### src/rtl/mbx_seq_pkg.sv
package mbx_seq_pkg;

  typedef enum logic [2:0] {
    K_NONE   = 3'd0,
    K_LAST   = 3'd1,
    K_SHMEM  = 3'd2,
    K_BEGIN  = 3'd3,
    K_NOTIFY = 3'd4,
    K_DUMP   = 3'd5,
    K_LOAD   = 3'd6,
    K_IO     = 3'd7
  } cmd_kind_e;

  localparam int LEN_W = 3;

  // Bit positions of command selectors inside the leading word
  localparam int BIT_IO     = 0;
  localparam int BIT_LAST   = 5;
  localparam int BIT_SHMEM  = 7;
  localparam int BIT_BEGIN  = 9;
  localparam int BIT_NOTIFY = 11;
  localparam int BIT_DUMP   = 13;
  localparam int BIT_LOAD   = 15;

  // Parameter word counts per kind
  localparam logic [LEN_W-1:0] N_LAST   = 3'd0;
  localparam logic [LEN_W-1:0] N_SHMEM  = 3'd2;
  localparam logic [LEN_W-1:0] N_BEGIN  = 3'd2;
  localparam logic [LEN_W-1:0] N_NOTIFY = 3'd1;
  localparam logic [LEN_W-1:0] N_DUMP   = 3'd5;
  localparam logic [LEN_W-1:0] N_LOAD   = 3'd5;
  localparam logic [LEN_W-1:0] N_IO     = 3'd5;
  localparam int LONGEST = 5;

  typedef struct packed {
    logic             ok;
    cmd_kind_e        kind;
    logic [LEN_W-1:0] len;
  } cmd_decode_t;

  typedef struct packed {
    logic loadCmd;
    logic loadParam;
  } dp_strobe_t;

  function automatic cmd_decode_t decodeCmd(input logic [15:0] w);
    cmd_decode_t d;
    logic [6:0]  sel;
    sel = {w[BIT_LOAD], w[BIT_DUMP], w[BIT_NOTIFY], w[BIT_BEGIN],
           w[BIT_SHMEM], w[BIT_LAST], w[BIT_IO]};
    d.ok   = $onehot(sel);
    d.kind = K_NONE;
    d.len  = '0;
    if (d.ok) begin
      case (1'b1)
        sel[0]:  begin d.kind = K_IO;     d.len = N_IO;     end
        sel[1]:  begin d.kind = K_LAST;   d.len = N_LAST;   end
        sel[2]:  begin d.kind = K_SHMEM;  d.len = N_SHMEM;  end
        sel[3]:  begin d.kind = K_BEGIN;  d.len = N_BEGIN;  end
        sel[4]:  begin d.kind = K_NOTIFY; d.len = N_NOTIFY; end
        sel[5]:  begin d.kind = K_DUMP;   d.len = N_DUMP;   end
        default: begin d.kind = K_LOAD;   d.len = N_LOAD;   end
      endcase
    end
    return d;
  endfunction

endpackage

### src/rtl/mbx_seq_ctrl.sv
module mbx_seq_ctrl
  import mbx_seq_pkg::*;
#(
  parameter int WORD_W     = 16,
  parameter int MAX_PARAMS = 5,
  localparam int CNT_W     = $clog2(MAX_PARAMS + 1)
) (
  input  logic              clk,
  input  logic              rstN,
  input  logic              wrEn,
  input  logic [WORD_W-1:0] wrData,
  output logic              rdy,
  output logic              blkValid,
  output logic              cmdErr,
  output dp_strobe_t        strobe,
  output cmd_decode_t       decoded
);

  typedef enum logic [1:0] {S_IDLE, S_COLLECT, S_DONE} seq_state_e;

  seq_state_e       state, stateNext;
  logic [CNT_W-1:0] remain, remainNext;
  logic             errQ, errNext;
  logic             accept;

  always_comb begin
    decoded = decodeCmd(wrData[15:0]);
    rdy     = (state != S_DONE);
    accept  = wrEn && rdy;
  end

  always_comb begin
    stateNext        = state;
    remainNext       = remain;
    errNext          = 1'b0;
    strobe.loadCmd   = 1'b0;
    strobe.loadParam = 1'b0;
    unique case (state)
      S_IDLE: begin
        if (accept) begin
          if (!decoded.ok) begin
            errNext = 1'b1;
          end else begin
            strobe.loadCmd = 1'b1;
            remainNext     = CNT_W'(decoded.len);
            stateNext      = (decoded.len == '0) ? S_DONE : S_COLLECT;
          end
        end
      end
      S_COLLECT: begin
        if (accept) begin
          strobe.loadParam = 1'b1;
          remainNext       = remain - 1'b1;
          if (remain == CNT_W'(1)) stateNext = S_DONE;
        end
      end
      default: stateNext = S_IDLE;
    endcase
  end

  always_ff @(posedge clk) begin
    if (!rstN) begin
      state  <= S_IDLE;
      remain <= '0;
      errQ   <= 1'b0;
    end else begin
      state  <= stateNext;
      remain <= remainNext;
      errQ   <= errNext;
    end
  end

  assign blkValid = (state == S_DONE);
  assign cmdErr   = errQ;

  a_r3_last_param_done: assert property (@(posedge clk) disable iff (!rstN)
    (state == S_COLLECT && remain == CNT_W'(1) && accept) |=> blkValid);

  a_r5_empty_block_done: assert property (@(posedge clk) disable iff (!rstN)
    (state == S_IDLE && accept && decoded.ok && decoded.len == '0) |=> blkValid);

  a_r7_ready_returns: assert property (@(posedge clk) disable iff (!rstN)
    blkValid |=> (rdy && !blkValid));

  a_r6_error_no_block: assert property (@(posedge clk) disable iff (!rstN)
    cmdErr |-> (rdy && !blkValid));

  a_r3_remain_bound: assert property (@(posedge clk) disable iff (!rstN)
    remain <= CNT_W'(MAX_PARAMS));

endmodule

### src/rtl/mbx_seq_dpath.sv
module mbx_seq_dpath
  import mbx_seq_pkg::*;
#(
  parameter int WORD_W     = 16,
  parameter int MAX_PARAMS = 5,
  localparam int CNT_W     = $clog2(MAX_PARAMS + 1)
) (
  input  logic                         clk,
  input  logic                         rstN,
  input  logic [WORD_W-1:0]            wrData,
  input  dp_strobe_t                   strobe,
  input  cmd_decode_t                  decoded,
  input  logic                         showBlock,
  output logic [2:0]                   cmdKind,
  output logic [CNT_W-1:0]             paramCnt,
  output logic [MAX_PARAMS*WORD_W-1:0] paramsFlat,
  output logic                         irqDone
);

  cmd_kind_e        kindQ;
  logic [CNT_W-1:0] cntQ;
  logic [CNT_W-1:0] idxQ;

  always_ff @(posedge clk) begin
    if (!rstN) begin
      kindQ <= K_NONE;
      cntQ  <= '0;
      idxQ  <= '0;
    end else if (strobe.loadCmd) begin
      kindQ <= decoded.kind;
      cntQ  <= CNT_W'(decoded.len);
      idxQ  <= '0;
    end else if (strobe.loadParam) begin
      idxQ  <= idxQ + 1'b1;
    end
  end

  for (genvar g = 0; g < MAX_PARAMS; g++) begin : g_slot
    logic [WORD_W-1:0] slotQ;
    always_ff @(posedge clk) begin
      if (!rstN || strobe.loadCmd) begin
        slotQ <= '0;
      end else if (strobe.loadParam && idxQ == CNT_W'(g)) begin
        slotQ <= wrData;
      end
    end
    assign paramsFlat[g*WORD_W +: WORD_W] = slotQ;
  end

  assign cmdKind  = kindQ;
  assign paramCnt = cntQ;
  assign irqDone  = showBlock && (kindQ == K_NOTIFY);

  a_r4_slot_in_range: assert property (@(posedge clk) disable iff (!rstN)
    strobe.loadParam |-> (idxQ < cntQ));

endmodule

### src/rtl/mbx_cmd_seq.sv
module mbx_cmd_seq
  import mbx_seq_pkg::*;
#(
  parameter int WORD_W     = 16,
  parameter int MAX_PARAMS = 5,
  localparam int CNT_W     = $clog2(MAX_PARAMS + 1)
) (
  input  logic                         clk,
  input  logic                         rstN,
  input  logic                         wrEn,
  input  logic [WORD_W-1:0]            wrData,
  output logic                         rdy,
  output logic                         blkValid,
  output logic [2:0]                   cmdKind,
  output logic [CNT_W-1:0]             paramCnt,
  output logic [MAX_PARAMS*WORD_W-1:0] paramsFlat,
  output logic                         irqDone,
  output logic                         cmdErr
);

  initial begin
    if (WORD_W < 16)          $error("WORD_W must be at least 16");
    if (MAX_PARAMS < LONGEST) $error("MAX_PARAMS must hold the longest block");
  end

  dp_strobe_t  strobe;
  cmd_decode_t decoded;

  mbx_seq_ctrl #(.WORD_W(WORD_W), .MAX_PARAMS(MAX_PARAMS)) i_ctrl (
    .clk(clk), .rstN(rstN), .wrEn(wrEn), .wrData(wrData),
    .rdy(rdy), .blkValid(blkValid), .cmdErr(cmdErr),
    .strobe(strobe), .decoded(decoded)
  );

  mbx_seq_dpath #(.WORD_W(WORD_W), .MAX_PARAMS(MAX_PARAMS)) i_dpath (
    .clk(clk), .rstN(rstN), .wrData(wrData), .strobe(strobe),
    .decoded(decoded), .showBlock(blkValid), .cmdKind(cmdKind),
    .paramCnt(paramCnt), .paramsFlat(paramsFlat), .irqDone(irqDone)
  );

  a_r8_irq_within_block: assert property (@(posedge clk) disable iff (!rstN)
    irqDone |-> blkValid);

  a_r7_not_ready_only_presenting: assert property (@(posedge clk) disable iff (!rstN)
    !rdy |-> blkValid);

endmodule

### config.mk
export PLATFORM = sky130hd
export DESIGN_NAME = mbx_cmd_seq
export DESIGN_NICKNAME = d
export VERILOG_FILES = /design/src/rtl/mbx_seq_pkg.sv /design/src/rtl/mbx_seq_ctrl.sv /design/src/rtl/mbx_seq_dpath.sv /design/src/rtl/mbx_cmd_seq.sv
export SDC_FILE = /design/constraint.sdc
export NUM_CORES = 1
export LEC_CHECK = 0
export ABC_AREA = 1
export BUFFER_PORTS_ARGS = -buffer_cell sky130_fd_sc_hd__buf_2
export CAP_MARGIN = 0
export CORE_UTILIZATION = 42
export DETAILED_ROUTE_END_ITERATION = 8
export PLACE_DENSITY = 0.66
export SYNTH_ARGS = -nofsm -noshare
export SYNTH_HDL_FRONTEND = slang
export SYNTH_SLANG_ARGS = --single-unit
### constraint.sdc
create_clock -name clk -period 3 [get_ports clk]
set_input_delay 0.3 -clock clk [delete_from_list [all_inputs] [get_ports clk]]
set_output_delay 0.3 -clock clk [all_outputs]
set_load 0.005 [all_outputs]
# Word-level counts from Yosys, hierarchy flattened
# Cells that the tools add are included.
[totals] ff_bits=95 input_bits=19 wordCells=74
[classes] add_sub_neg=8 n_eq_ne=14 muxes=23 n_bitwise=1 n_reduce_logical=17
[ops] operator="$mux W6" n=6
[ops] operator="$mux W2" n=5
[ops] operator="$eq A3 B1 Y1 const B" n=3
[ops] operator="$mux W3" n=3
[ops] operator="$reduce_and A4 Y1" n=2
[ops] operator="$logic_and A1 B1 Y1" n=7
[ops] operator="$add A1 B1 Y2" n=3
[ops] operator="$add A3 B3 Y3" n=2
[ops] operator="$eq A3 B2 Y1 const B" n=2
[ops] operator="$eq A3 B3 Y1 const B" n=2
[ops] operator="$logic_not A3 Y1" n=2
[ops] operator="$mux W1" n=6
[ops] operator="$ne A2 B1 Y1 const B" n=3
[ops] operator="$pmux W3 S2" n=1
[ops] operator="$mux W5" n=1
[ops] operator="$ne A2 B2 Y1 const B" n=2
[ops] operator="$pmux W2 S2" n=1
[ops] operator="$add A3 B1 Y3" n=1
[ops] operator="$add A3 B1 Y3 const B" n=1
[ops] operator="$reduce_and A3 Y1" n=1
[ops] operator="$sub A3 B1 Y3 const B" n=1
[ops] operator="$eq A2 B1 Y1 const B" n=1
[ops] operator="$eq A2 B2 Y1 const B" n=1
[ops] operator="$logic_not A2 Y1" n=1
[ops] operator="5 further kinds" n=5

# Longest topological paths before layout
# Gate-level depths: netlist (run 1).
[logic_depth] word_depth=12 depth_mapped=16 depth_no_buf=15

# Modules after synthesis
# Synthesis (run 1) repeated with hierarchy kept, for this count alone.
[hier_totals] hier_cells=627 area_unflattened_um2=4285.4
[by_module_without_submodules] mod="mbx_seq_dpath" n_inst=1 cells_each=528 area_each_um2=3649.8
[by_module_without_submodules] mod="mbx_seq_ctrl" n_inst=1 cells_each=99 area_each_um2=635.6

# Least setup slack after synthesis (run 1)
# OpenSTA, ideal clock, no wires.
[synth_timing] kind="in2reg" startpoint="input wrData[11]" endpoint="register i_dpath.g_slot[1].slotQ[4]" setup_time_ns=0.122 arrival_time_ns=2.690 slack_ns=0.188 path_stages=15 n_path_buf=2 path_cell_list="inv_1 > ha_1 > inv_1 > fa_1 > inv_1 > ha_1 > fa_1 > inv_1 > nand2_1 > nor2_4 > nand3_2 > nand2_1 > buf_6 > buf_4 > a21oi_1"
[synth_via] elab_chain_cells=8
[synth_rtl] element="start: declaration" line_no="mbx_cmd_seq.sv:11" source="input logic [WORD_W-1:0] wrData,"
[synth_rtl] element="$add A1 B1 Y2 (implied by the code)" line_no="mbx_seq_pkg.sv:51" source="d.ok = $onehot(sel);"
[synth_rtl] element="$add A3 B1 Y3 (implied by the code)" line_no="mbx_seq_pkg.sv:51"
[synth_rtl] element="$add A3 B3 Y3 (implied by the code)" line_no="mbx_seq_pkg.sv:51"
[synth_rtl] element="$eq A3 B1 Y1" line_no="mbx_seq_pkg.sv:51"
[synth_rtl] element="$mux W1" line_no="mbx_seq_ctrl.sv:41" source="if (!decoded.ok) begin"
[synth_rtl] element="$mux W1" line_no="mbx_seq_ctrl.sv:40" source="if (accept) begin"
[synth_rtl] element="$mux W1" line_no="mbx_seq_ctrl.sv:38" source="unique case (state)"
[synth_rtl] element="$logic_or A1 B1 Y1" line_no="mbx_seq_dpath.sv:41" source="if (!rstN || strobe.loadCmd) begin"
[synth_rtl] element="end signal: assignment" line_no="mbx_seq_dpath.sv:44" source="slotQ <= wrData;"
[synth_rtl] element="end: declaration" line_no="mbx_seq_dpath.sv:39" source="logic [WORD_W-1:0] slotQ;"
# No other way between the ends.
# A chain may end at the register's enable or synchronous reset.

# Final worst setup path (run 1)
[layout_timing] startpoint="input wrData[11]" endpoint="register i_dpath.g_slot[2].slotQ[12]"
[layout_via] elab_chain_cells=8
[layout_rtl] element="$add A1 B1 Y2 (implied by the code)" line_no="mbx_seq_pkg.sv:51"
[layout_rtl] element="$add A3 B1 Y3 (implied by the code)" line_no="mbx_seq_pkg.sv:51"
[layout_rtl] element="$add A3 B3 Y3 (implied by the code)" line_no="mbx_seq_pkg.sv:51"
[layout_rtl] element="$eq A3 B1 Y1" line_no="mbx_seq_pkg.sv:51"
[layout_rtl] element="$mux W1" line_no="mbx_seq_ctrl.sv:41"
[layout_rtl] element="$mux W1" line_no="mbx_seq_ctrl.sv:40"
[layout_rtl] element="$mux W1" line_no="mbx_seq_ctrl.sv:38"
[layout_rtl] element="$logic_or A1 B1 Y1" line_no="mbx_seq_dpath.sv:41"
[layout_rtl] element="end signal: assignment" line_no="mbx_seq_dpath.sv:44"
[layout_rtl] element="end: declaration" line_no="mbx_seq_dpath.sv:39"
# No other way between the ends.

==> results of run 1 <==
flip-flops by register name, summed over array words and instances, names as in the netlist:
name and cells:
i_ctrl.cmdErr 1, i_ctrl.state 2, i_dpath.paramCnt 3, i_dpath.idxQ 3
i_dpath.g_slot.slotQ 80, i_dpath.cmdKind 2, i_ctrl.remain 3
area by class of cell:
| cell class | instances | area (um2) | area share [%] |
|---|---|---|---|
| multi-input combinational | 349 | 1850 | 37.6 |
| clock buffer | 10 | 128 | 2.60 |
| inverter | 33 | 124 | 2.52 |
| sequential | 94 | 1880 | 38.3 |
| clock inverter | 6 | 116 | 2.37 |
| timing repair buffer | 122 | 658 | 13.4 |
| tap | 129 | 161 | 3.28 |
synthesized netlist by cell type:
cell type / number / area (um2)
inv_1: 31 / 116
nor3_1: 1 / 5.00
nand3_2: 1 / 10.0
nand2_1: 105 / 394
nand3_1: 13 / 65.1
a21oi_1: 86 / 430
buf_6: 9 / 101
buf_2: 8 / 40.0
nor4_1: 1 / 6.26
buf_4: 3 / 22.5
or2_2: 1 / 6.26
fa_1: 3 / 60.1
nor2_1: 20 / 75.1
ha_1: 15 / 188
dfxtp_1: 94 / 1880
nor2_4: 4 / 45.0
nand4_1: 19 / 119
nor2_8: 2 / 40.0
clkbuf_1: 14 / 52.6
xor2_1: 1 / 8.76
nand2_4: 1 / 11.3
inv_2: 2 / 7.51
o21ai_0: 76 / 380
where the power goes:
group / internal (mW) / total (mW) / switching [mW]
clock network: 0.562 / 1.03 / 0.469
logic: 0.117 / 0.353 / 0.237
registers: 1.27 / 1.29 / 0.0192
worst paths after layout:
check | to | slack [ns] | cells past startpoint | startpoint
worst max register to register | i_dpath.g_slot[3].slotQ[0] | 0.84 | 5 | i_dpath.idxQ[0]
worst max-delay path | i_dpath.g_slot[2].slotQ[12] | 0.44 | 15 | wrData[11]
worst min register to register | i_dpath.g_slot[3].slotQ[3] | 0.47 | 2 | i_dpath.g_slot[3].slotQ[3]
worst min-delay path | i_dpath.g_slot[1].slotQ[14] | 0.25 | 3 | wrData[14]
per-layer routing:
metal	GRT usage, %	wire [um]
met2	37.7	5460
met5	0	0
met3	3.06	661
met4	9.81	202
met1	31.9	5350
metrics by stage:
step | setup WS [ns] | area [um2] | utilization [%] | hold slack, ns
after global placement | 0.0918 | 4670 | 50.1 | 0.450
after CTS | 0.450 | 4920 | 52.7 | 0.242
after floorplan | 0.188 | 4070 | - | 0.445
after detailed placement | 0.0605 | 4670 | 50.1 | 0.452
final | 0.443 | 4920 | 52.7 | 0.254
after global routing | 0.214 | 4920 | 52.7 | 0.255
cells by family after synthesis:
| group | count (synthesis) |
|---|---|
| AND/OR/NAND/NOR | 168 |
| AO/OA/AOI/OAI | 162 |
| flip-flops | 94 |
| buffers and inverters | 67 |
| adder cells (fa/ha/maj) | 18 |
| XOR/XNOR | 1 |
critical path, cell delays in order:
cell and delay (ns):
buf_2 0.11, inv_1 0.09, ha_1 0.28, inv_1 0.05
fa_1 0.50, inv_1 0.04, ha_1 0.19, fa_1 0.42
inv_1 0.08, nand2_1 0.08, nor2_4 0.12, nand3_2 0.08
nand2_2 0.13, buf_12 0.24, a21oi_1 0.08
==> results.toml, run 1 <==
[clock_network]
clock_path_buffers = 2
clock-sinks = 94
post_cts_buffers = 0
tritoncts = "done"
worst_skew_pair.late_latency_ns = 0.37
cts_root_buffer = "clkbuf_8"
cts_buffers = 9
clk_pin_slew_ns = 0.10
ctsResizeCount = 0
htreeDepth = 3
ctsHoldBuffers = 0

[min_path]
min_path_type = "in2reg"

[worst_setup_path]
critical_path_class = "in2reg"
cp_max_fo = 51
worstSetupEndpointType = "flip-flop"
arrival_ns = 2.80
startpoint_type = "input pin"
critPathRequiredTime_ns = 3.24

[floorplan]
core-area_um2 = 9330
pin_count = 109
die_h_um = 100
rows = 35
start_util_pct = 43.6
fp.dieW_um = 100
die_area_um2 = 10100

[drt]
dr.pass1.iters = 5
avgRoutedWirePerCell_um = 15.7
first_iter_violations = 263
routed_via_density = 5.25
ant_nets = 0
wirelength_um = 11700
vias = 3902
drc = 0

[layout]
diodes = 0
fillers = 909
finish.net_count = 646
syn2layout_area_growth_pct = 20.9
final_cell_mix = "buf_2, nand2_1, dfxtp_1, a21oi_1, o21ai_0"
fin_cells = 743
drive_above_1_share_pct = 24.3
mostFrequentLayoutCell = "buf_2"

[synthesis]
yosysUniqueCellTypes = 23
ys_seq_area_share_pct = 46.3
yosysWarnings = 0
syn-cell-area_um2 = 4070
avgSynthCellArea_um2 = 7.97
syn_inst = 510
synth-compound-area-share_pct = 19.9
synthMuxAreaShare_pct = 0
synthAdderAreaFrac_pct = 6.09
synth_simple_gate_area_share_pct = 19.1
synthXorXnorAreaFrac_pct = 0.215
syn_nets = 547
synth_seq_cells = 94
synth_top_family_by_area = "compound AO/OA/AOI/OAI gates"

[sta]
tightest_slew_ns = 0.687
fmax_mhz = 391
rsz0062_at_grt = "no"
final_hold_viol_count = 0
fin_tns_setup_ns = 0
fin_crit_sh_pct = 85.2
fin_worst_skew_ns = 0.0134
setup_viol = 0
period_minus_slack_ns = 2.56
finalMaxSlewViolations = 0
slew_headroom_pct = 54.1

[placed_design]
globalplace.congestion = 0.909
portBuffers = 108
dpl.hpwl_um = 7940
placed_cells = 727

[global_route]
grt_antenna_before_repair = 0
grt.overflow.total = 0
grt_pass1_vias = 3556
grt_max_degree = 52
grt_pass1_wl_um = 18200
grtUsageTotal_pct = 23.5

[run]
cap_violations = 0

[power_and_ir_drop]
power_leakage_nw = 2.18
power.density_nw_per_um2 = 545
peakVddDrop_mv = 0.304
total_power_mw = 2.68

[status]
status = "complete, no violations"
Power figures use the tool's default switching activity.
==> run 2: changes to the inputs <==
--- a/config.mk
+++ b/config.mk
@@ -9,8 +9,10 @@
 export BUFFER_PORTS_ARGS = -buffer_cell sky130_fd_sc_hd__buf_2
 export CAP_MARGIN = 0
 export CORE_UTILIZATION = 42
+export CTS_BUF_LIST = sky130_fd_sc_hd__clkbuf_8
 export DETAILED_ROUTE_END_ITERATION = 8
 export PLACE_DENSITY = 0.66
 export SYNTH_ARGS = -nofsm -noshare
 export SYNTH_HDL_FRONTEND = slang
 export SYNTH_SLANG_ARGS = --single-unit
+export TNS_END_PERCENT = 1
==> run 2 against run 1 <==
Effect of this change: total power fell by 0.12%; maximum frequency is essentially flat; critical path depth did not move; combinational power about the same; largest power group unchanged; global-route usage did not move; via count shrank 0.41%; clock skew about the same; utilization unchanged; largest cell class unchanged; flip-flop and latch count is the same.
==> results.toml, run 2 (synthesis results as in run 1) <==
[sta]
fmax_mhz = 391
rsz0062_at_grt = "no"
fin_crit_sh_pct = 85.2
fin_tns_setup_ns = 0
setup_viol = 0
finalMaxSlewViolations = 0
tightest_slew_ns = 0.697
fin_worst_skew_ns = 0.0133
period_minus_slack_ns = 2.55
final_hold_viol_count = 0
slew_headroom_pct = 53.4

[power_and_ir_drop]
power.density_nw_per_um2 = 544
peakVddDrop_mv = 0.304
power_leakage_nw = 2.18
total_power_mw = 2.68

[worst_setup_path]
rr_startpoint = "i_dpath.idxQ[0]"
r2r-end = "i_dpath.g_slot[3].slotQ[0]"
worstSetupEndpointType = "flip-flop"
worstSetupEndpoint = "i_dpath.g_slot[2].slotQ[12]"
startpoint = "wrData[11]"
startpoint_type = "input pin"
reg2reg_setup_slack_ns = 0.83
cp_max_fo = 51
critPathRequiredTime_ns = 3.24
arrival_ns = 2.80
r2r_cells = 5
critical_path_class = "in2reg"

[clock_network]
cts_buffers = 9
worst_skew_pair.late_latency_ns = 0.37
post_cts_buffers = 0
ctsResizeCount = 0
clock-sinks = 94
clock_path_buffers = 2
clk_pin_slew_ns = 0.10
cts_root_buffer = "clkbuf_8"
htreeDepth = 3
tritoncts = "done"
ctsHoldBuffers = 0

[floorplan]
rows = 35
fp.dieW_um = 100
pin_count = 109
die_h_um = 100
start_util_pct = 43.6
die_area_um2 = 10100
core-area_um2 = 9330

[layout]
diodes = 0
final_cell_mix = "buf_2, nand2_1, dfxtp_1, a21oi_1, o21ai_0"
syn2layout_area_growth_pct = 20.9
finish.net_count = 646
drive_above_1_share_pct = 24.3
top_register = "i_dpath.g_slot.slotQ"
largest_reg_flops = 80
fillers = 909
mostFrequentLayoutCell = "buf_2"

[drt]
wirelength_um = 11700
avgRoutedWirePerCell_um = 15.7
routed_via_density = 5.23
ant_nets = 0
drc = 0
dr.pass1.iters = 5
first_iter_violations = 263
vias = 3886

[run]
cap_violations = 0

[global_route]
grtUsageTotal_pct = 23.5
grt_pass1_wl_um = 18200
grt_pass1_vias = 3556
grt_antenna_before_repair = 0
grt.overflow.total = 0
grt_max_degree = 52

[min_path]
min_path_type = "in2reg"

[status]
status = "complete, no violations"

[placed_design]
dpl.hpwl_um = 7940
globalplace.congestion = 0.909
portBuffers = 108
[run 2: power breakdown]
| group | internal [mW] | switching [mW] | total, mW |
|---|---|---|---|
| Clock | 0.559 | 0.470 | 1.03 |
| Sequential | 1.27 | 0.0192 | 1.29 |
| Combinational | 0.117 | 0.237 | 0.353 |
| Total | 1.95 | 0.726 | 2.68 |
[run 2: cell type report]
cell class	instances	area, um2	share of cell area [%]
Inverter	33	124	2.52
Tap cell	129	161	3.28
Clock buffer	9	124	2.52
Multi-Input combinational cell	349	1850	37.6
Timing Repair Buffer	122	658	13.4
Clock inverter	7	120	2.44
Sequential cell	94	1880	38.3
[run 2: per-stage QoR]
step	std cells	setup WS, ns	instance area [um2]	util (%)	hold slack, ns
after floorplan	510	0.188	4070	-	0.445
after global placement	727	0.0918	4670	50.1	0.450
after detailed placement	727	0.0605	4670	50.1	0.452
after CTS	743	0.450	4920	52.7	0.241
after global routing	743	0.214	4920	52.7	0.255
final	743	0.445	4920	52.7	0.255
[run 2: layer usage]
metal / wire length (um) / GRT usage (%) / up-vias / share of wire [%]
met3: 615 / 3.06 / 17 / 5.3
met5: 0 / 0 / - / 0
li1: - / - / 1899 / -
met1: 5390 / 31.9 / 1850 / 46
met4: 200 / 9.81 / 0 / 1.7
met2: 5450 / 37.7 / 120 / 47
[run 2: worst min path at each step]
stage	slack (ns)	end	cells after the start	start
floorplan	0.44	i_dpath.g_slot[4].slotQ[0]	2	wrData[0]
global placement	0.45	i_dpath.g_slot[3].slotQ[7]	2	i_dpath.g_slot[3].slotQ[7]
detailed placement	0.45	i_dpath.g_slot[3].slotQ[3]	2	i_dpath.g_slot[3].slotQ[3]
CTS	0.24	i_dpath.g_slot[1].slotQ[2]	3	wrData[2]
global route	0.25	i_dpath.g_slot[1].slotQ[14]	3	wrData[14]
finish	0.26	i_dpath.g_slot[1].slotQ[14]	3	wrData[14]
[run 2: worst max-delay path, cell delays in order]
cell     delay, ns
buf_2         0.10
inv_1         0.09
ha_1          0.28
inv_1         0.05
fa_1          0.50
inv_1         0.04
ha_1          0.19
fa_1          0.42
inv_1         0.08
nand2_1       0.08
nor2_4        0.12
nand3_2       0.08
nand2_2       0.13
buf_12        0.24
a21oi_1       0.08
==> run 3: changes to the inputs <==
--- a/config.mk
+++ b/config.mk
@@ -5,13 +5,15 @@
 export SDC_FILE = /design/constraint.sdc
 export NUM_CORES = 1
 export LEC_CHECK = 0
-export ABC_AREA = 1
+export ABC_AREA = 0
 export BUFFER_PORTS_ARGS = -buffer_cell sky130_fd_sc_hd__buf_2
 export CAP_MARGIN = 0
+export CORE_MARGIN = 1
 export CORE_UTILIZATION = 42
 export CTS_BUF_LIST = sky130_fd_sc_hd__clkbuf_8
 export DETAILED_ROUTE_END_ITERATION = 8
-export PLACE_DENSITY = 0.66
+export PLACE_DENSITY = 0.67
+export SETUP_SLACK_MARGIN = 0.3
 export SYNTH_ARGS = -nofsm -noshare
 export SYNTH_HDL_FRONTEND = slang
 export SYNTH_SLANG_ARGS = --single-unit
==> run 3 against run 2 <==
Effect of this change: the run now ends with design-rule violations left; total power shrank 8.0%; via count shrank 13%; utilization grew 0.41 points; worst hold slack lost 0.027 ns; sequential power is essentially flat; design area shrank 4.4%; flip-flop and latch count is the same; critical endpoint is now i_dpath.idxQ[2]; largest power group unchanged.
==> results.toml, run 3 <==
[status]
status = "finished, violations left"
violations = "design-rule violations"

[layout]
final_cell_mix = "nand2_1, buf_2, dfxtp_1, a21oi_1, nor2_1"
top_register = "i_dpath.g_slot.slotQ"
design_area_um2 = 4700
diodes = 0
finish.net_count = 599
syn2layout_area_growth_pct = 21.1
mostFrequentLayoutCell = "nand2_1"
fillers = 873
drive_above_1_share_pct = 25.9
largest_reg_flops = 80

[synthesis]
ys.flop_type = "dfxtp_1"
synth_seq_cells = 94
ys_async_sr_fraction_pct = 0
yosysMostFrequentCell = "nand2_1"
yosysUniqueCellTypes = 38
syn-cell-area_um2 = 3880
syn_inst = 462
synth_edf_count = 0
synthTopCellsByCount = "nand2_1, dfxtp_1, a21oi_1, nor2_1, inv_1"
synth.top_cell.area_share_pct = 48.5
ys_top_cells_by_area = "dfxtp_1, nand2_1, a21oi_1"
ys_seq_area_share_pct = 48.5
synth_area_leader_cell = "dfxtp_1"
syn_nets = 499
avgSynthCellArea_um2 = 8.40
yosysWarnings = 0

[sta]
fin_tns_setup_ns = 0
tightest_slew_ns = 0.625
period_minus_slack_ns = 2.53
finalMaxSlewViolations = 0
final_hold_viol_count = 0
fin_worst_skew_ns = 0.0122
slew_headroom_pct = 58.3
setup_viol = 0
fin_crit_sh_pct = 84.4
rsz0062_at_grt = "no"
fmax_mhz = 395

[clock_network]
cts_root_buffer = "clkbuf_8"
clock-sinks = 94
htreeDepth = 3
ctsHoldBuffers = 0
tritoncts = "done"
clock_path_buffers = 2
worst_skew_pair.late_latency_ns = 0.37
clk_pin_slew_ns = 0.10
cts_buffers = 9

[drt]
dr.pass1.iters = 9
drc = 7
vias = 3396
wirelength_um = 10300
first_iter_violations = 162
ant_nets = 0
routed_via_density = 5.03
avgRoutedWirePerCell_um = 15.3

[global_route]
grt.overflow.total = 0
grtUsageTotal_pct = 22.0
grt_pass1_wl_um = 16400
grt_max_degree = 33
grt_pass1_vias = 3183
grt_antenna_before_repair = 0

[floorplan]
die_area_um2 = 9630
die_h_um = 98.1
core-area_um2 = 8850
start_util_pct = 43.9
fp.dieW_um = 98.1
pin_count = 109
rows = 34

[placed_design]
portBuffers = 108
placedInstanceArea_um2 = 4500
globalplace.congestion = 0.849
dpl.hpwl_um = 7460

[power_and_ir_drop]
power.density_nw_per_um2 = 524
power_leakage_nw = 2.07
peakVddDrop_mv = 0.205

[worst_setup_path]
r2r_cells = 4
cp_common_cell = "inv_1"
cp_max_fo = 22
critical-path-slowest-cell = "fa_2"
path_cells = "buf_2 -> inv_1 -> ha_1 -> inv_1 -> fa_1 -> inv_1 -> ha_2 -> fa_2 -> and4bb_1 -> nand2b_4 -> buf_12 -> a211oi_2"
startpoint_type = "input pin"
critPathMaxStageDelay_ns = 0.55
arrival_ns = 2.82
critPathRequiredTime_ns = 3.29
worstSetupEndpointType = "flip-flop"
critical_path_class = "in2reg"

[min_path]
min_path_cells = 3
min_path_type = "in2reg"

[run]
cap_violations = 0
==> run 3: cell count changes in the layout (fill, tap and decap cells not counted), sizes merged, moves of 10 or more <==
cell / before / now
o21ai: 76 / 6
mux2i: 0 / 16
inv: 36 / 25
nand4: 19 / 0
nand2: 106 / 141
a21oi: 86 / 67
nand3: 14 / 4
==> run 3: what timing repair did <==
item / 4_1_cts / 5_1_grt
setup endpoints to repair: 0 / 29
buffers inserted: 0 / 1
resized for setup: 0 / 1
==> run 3: final timing paths <==
path	start	to	slack, ns
max	wrData[11]	i_dpath.idxQ[2]	0.47
min	wrData[10]	i_dpath.g_slot[1].slotQ[10]	0.23
max reg2reg	i_ctrl.state[0]	i_dpath.g_slot[3].slotQ[2]	1.21
min reg2reg	i_dpath.g_slot[0].slotQ[10]	i_dpath.g_slot[0].slotQ[10]	0.46
==> run 3: stage by stage <==
step	utilization, %	power [mW]	cells	setup WS [ns]	hold WS [ns]
finish	53.1	2.46	675	0.467	0.228
global route	53.1	2.56	675	0.320	0.226
global placement	50.8	1.66	658	0.111	0.440
detailed placement	50.8	1.67	658	-0.0169	0.444
CTS	53.0	2.47	674	0.380	0.218
floorplan	-	1.55	462	0.262	0.426
==> run 3: logic make-up after synthesis <==
group / count (synthesis) / share of synthesized area [%]
AOI/OAI and AO/OA: 85 / 12.0
xor gates and xnor gates: 2 / 0.451
adders and majority gates: 18 / 6.38
buffers and inverters: 52 / 7.25
DFF: 94 / 48.5
muxes: 16 / 4.13
and+or+nand+nor: 195 / 21.3
==> run 3: layout make-up <==
cell class | instances | area, um2 | share of cell area [%]
Clock buffer | 9 | 124 | 2.64
Clock inverter | 7 | 63.8 | 1.36
Inverter | 21 | 78.8 | 1.68
Multi-Input combinational cell | 316 | 1750 | 37.2
Sequential cell | 94 | 1880 | 40.0
Tap cell | 108 | 135 | 2.88
Timing Repair Buffer | 120 | 668 | 14.2
==> run 3: worst max-delay path, delay by kind of cell <==
kind	cells	cell delay (ns)
buffers and inverters	5	0.45
and+or+nand+nor	2	0.42
adders and majority gates	4	1.48
AOI/OAI and AO/OA	1	0.14
==> run 3: power breakdown <==
part | switching [mW] | internal [mW] | leakage, nW
Combinational | 0.202 | 0.142 | 1.22
Clock | 0.494 | 0.321 | 0.0956
Sequential | 0.0226 | 1.28 | 0.758
Total | 0.718 | 1.74 | 2.07
==> run 3: routing by layer <==
layer	share of wire (%)	wire, um	global-route usage, %	up-vias
met2	45	4650	34.2	106
met1	46	4720	29.5	1580
met5	0	0	0	-
met3	6.6	678	4.65	20
met4	2.5	262	9.76	0
li1	-	-	-	1690
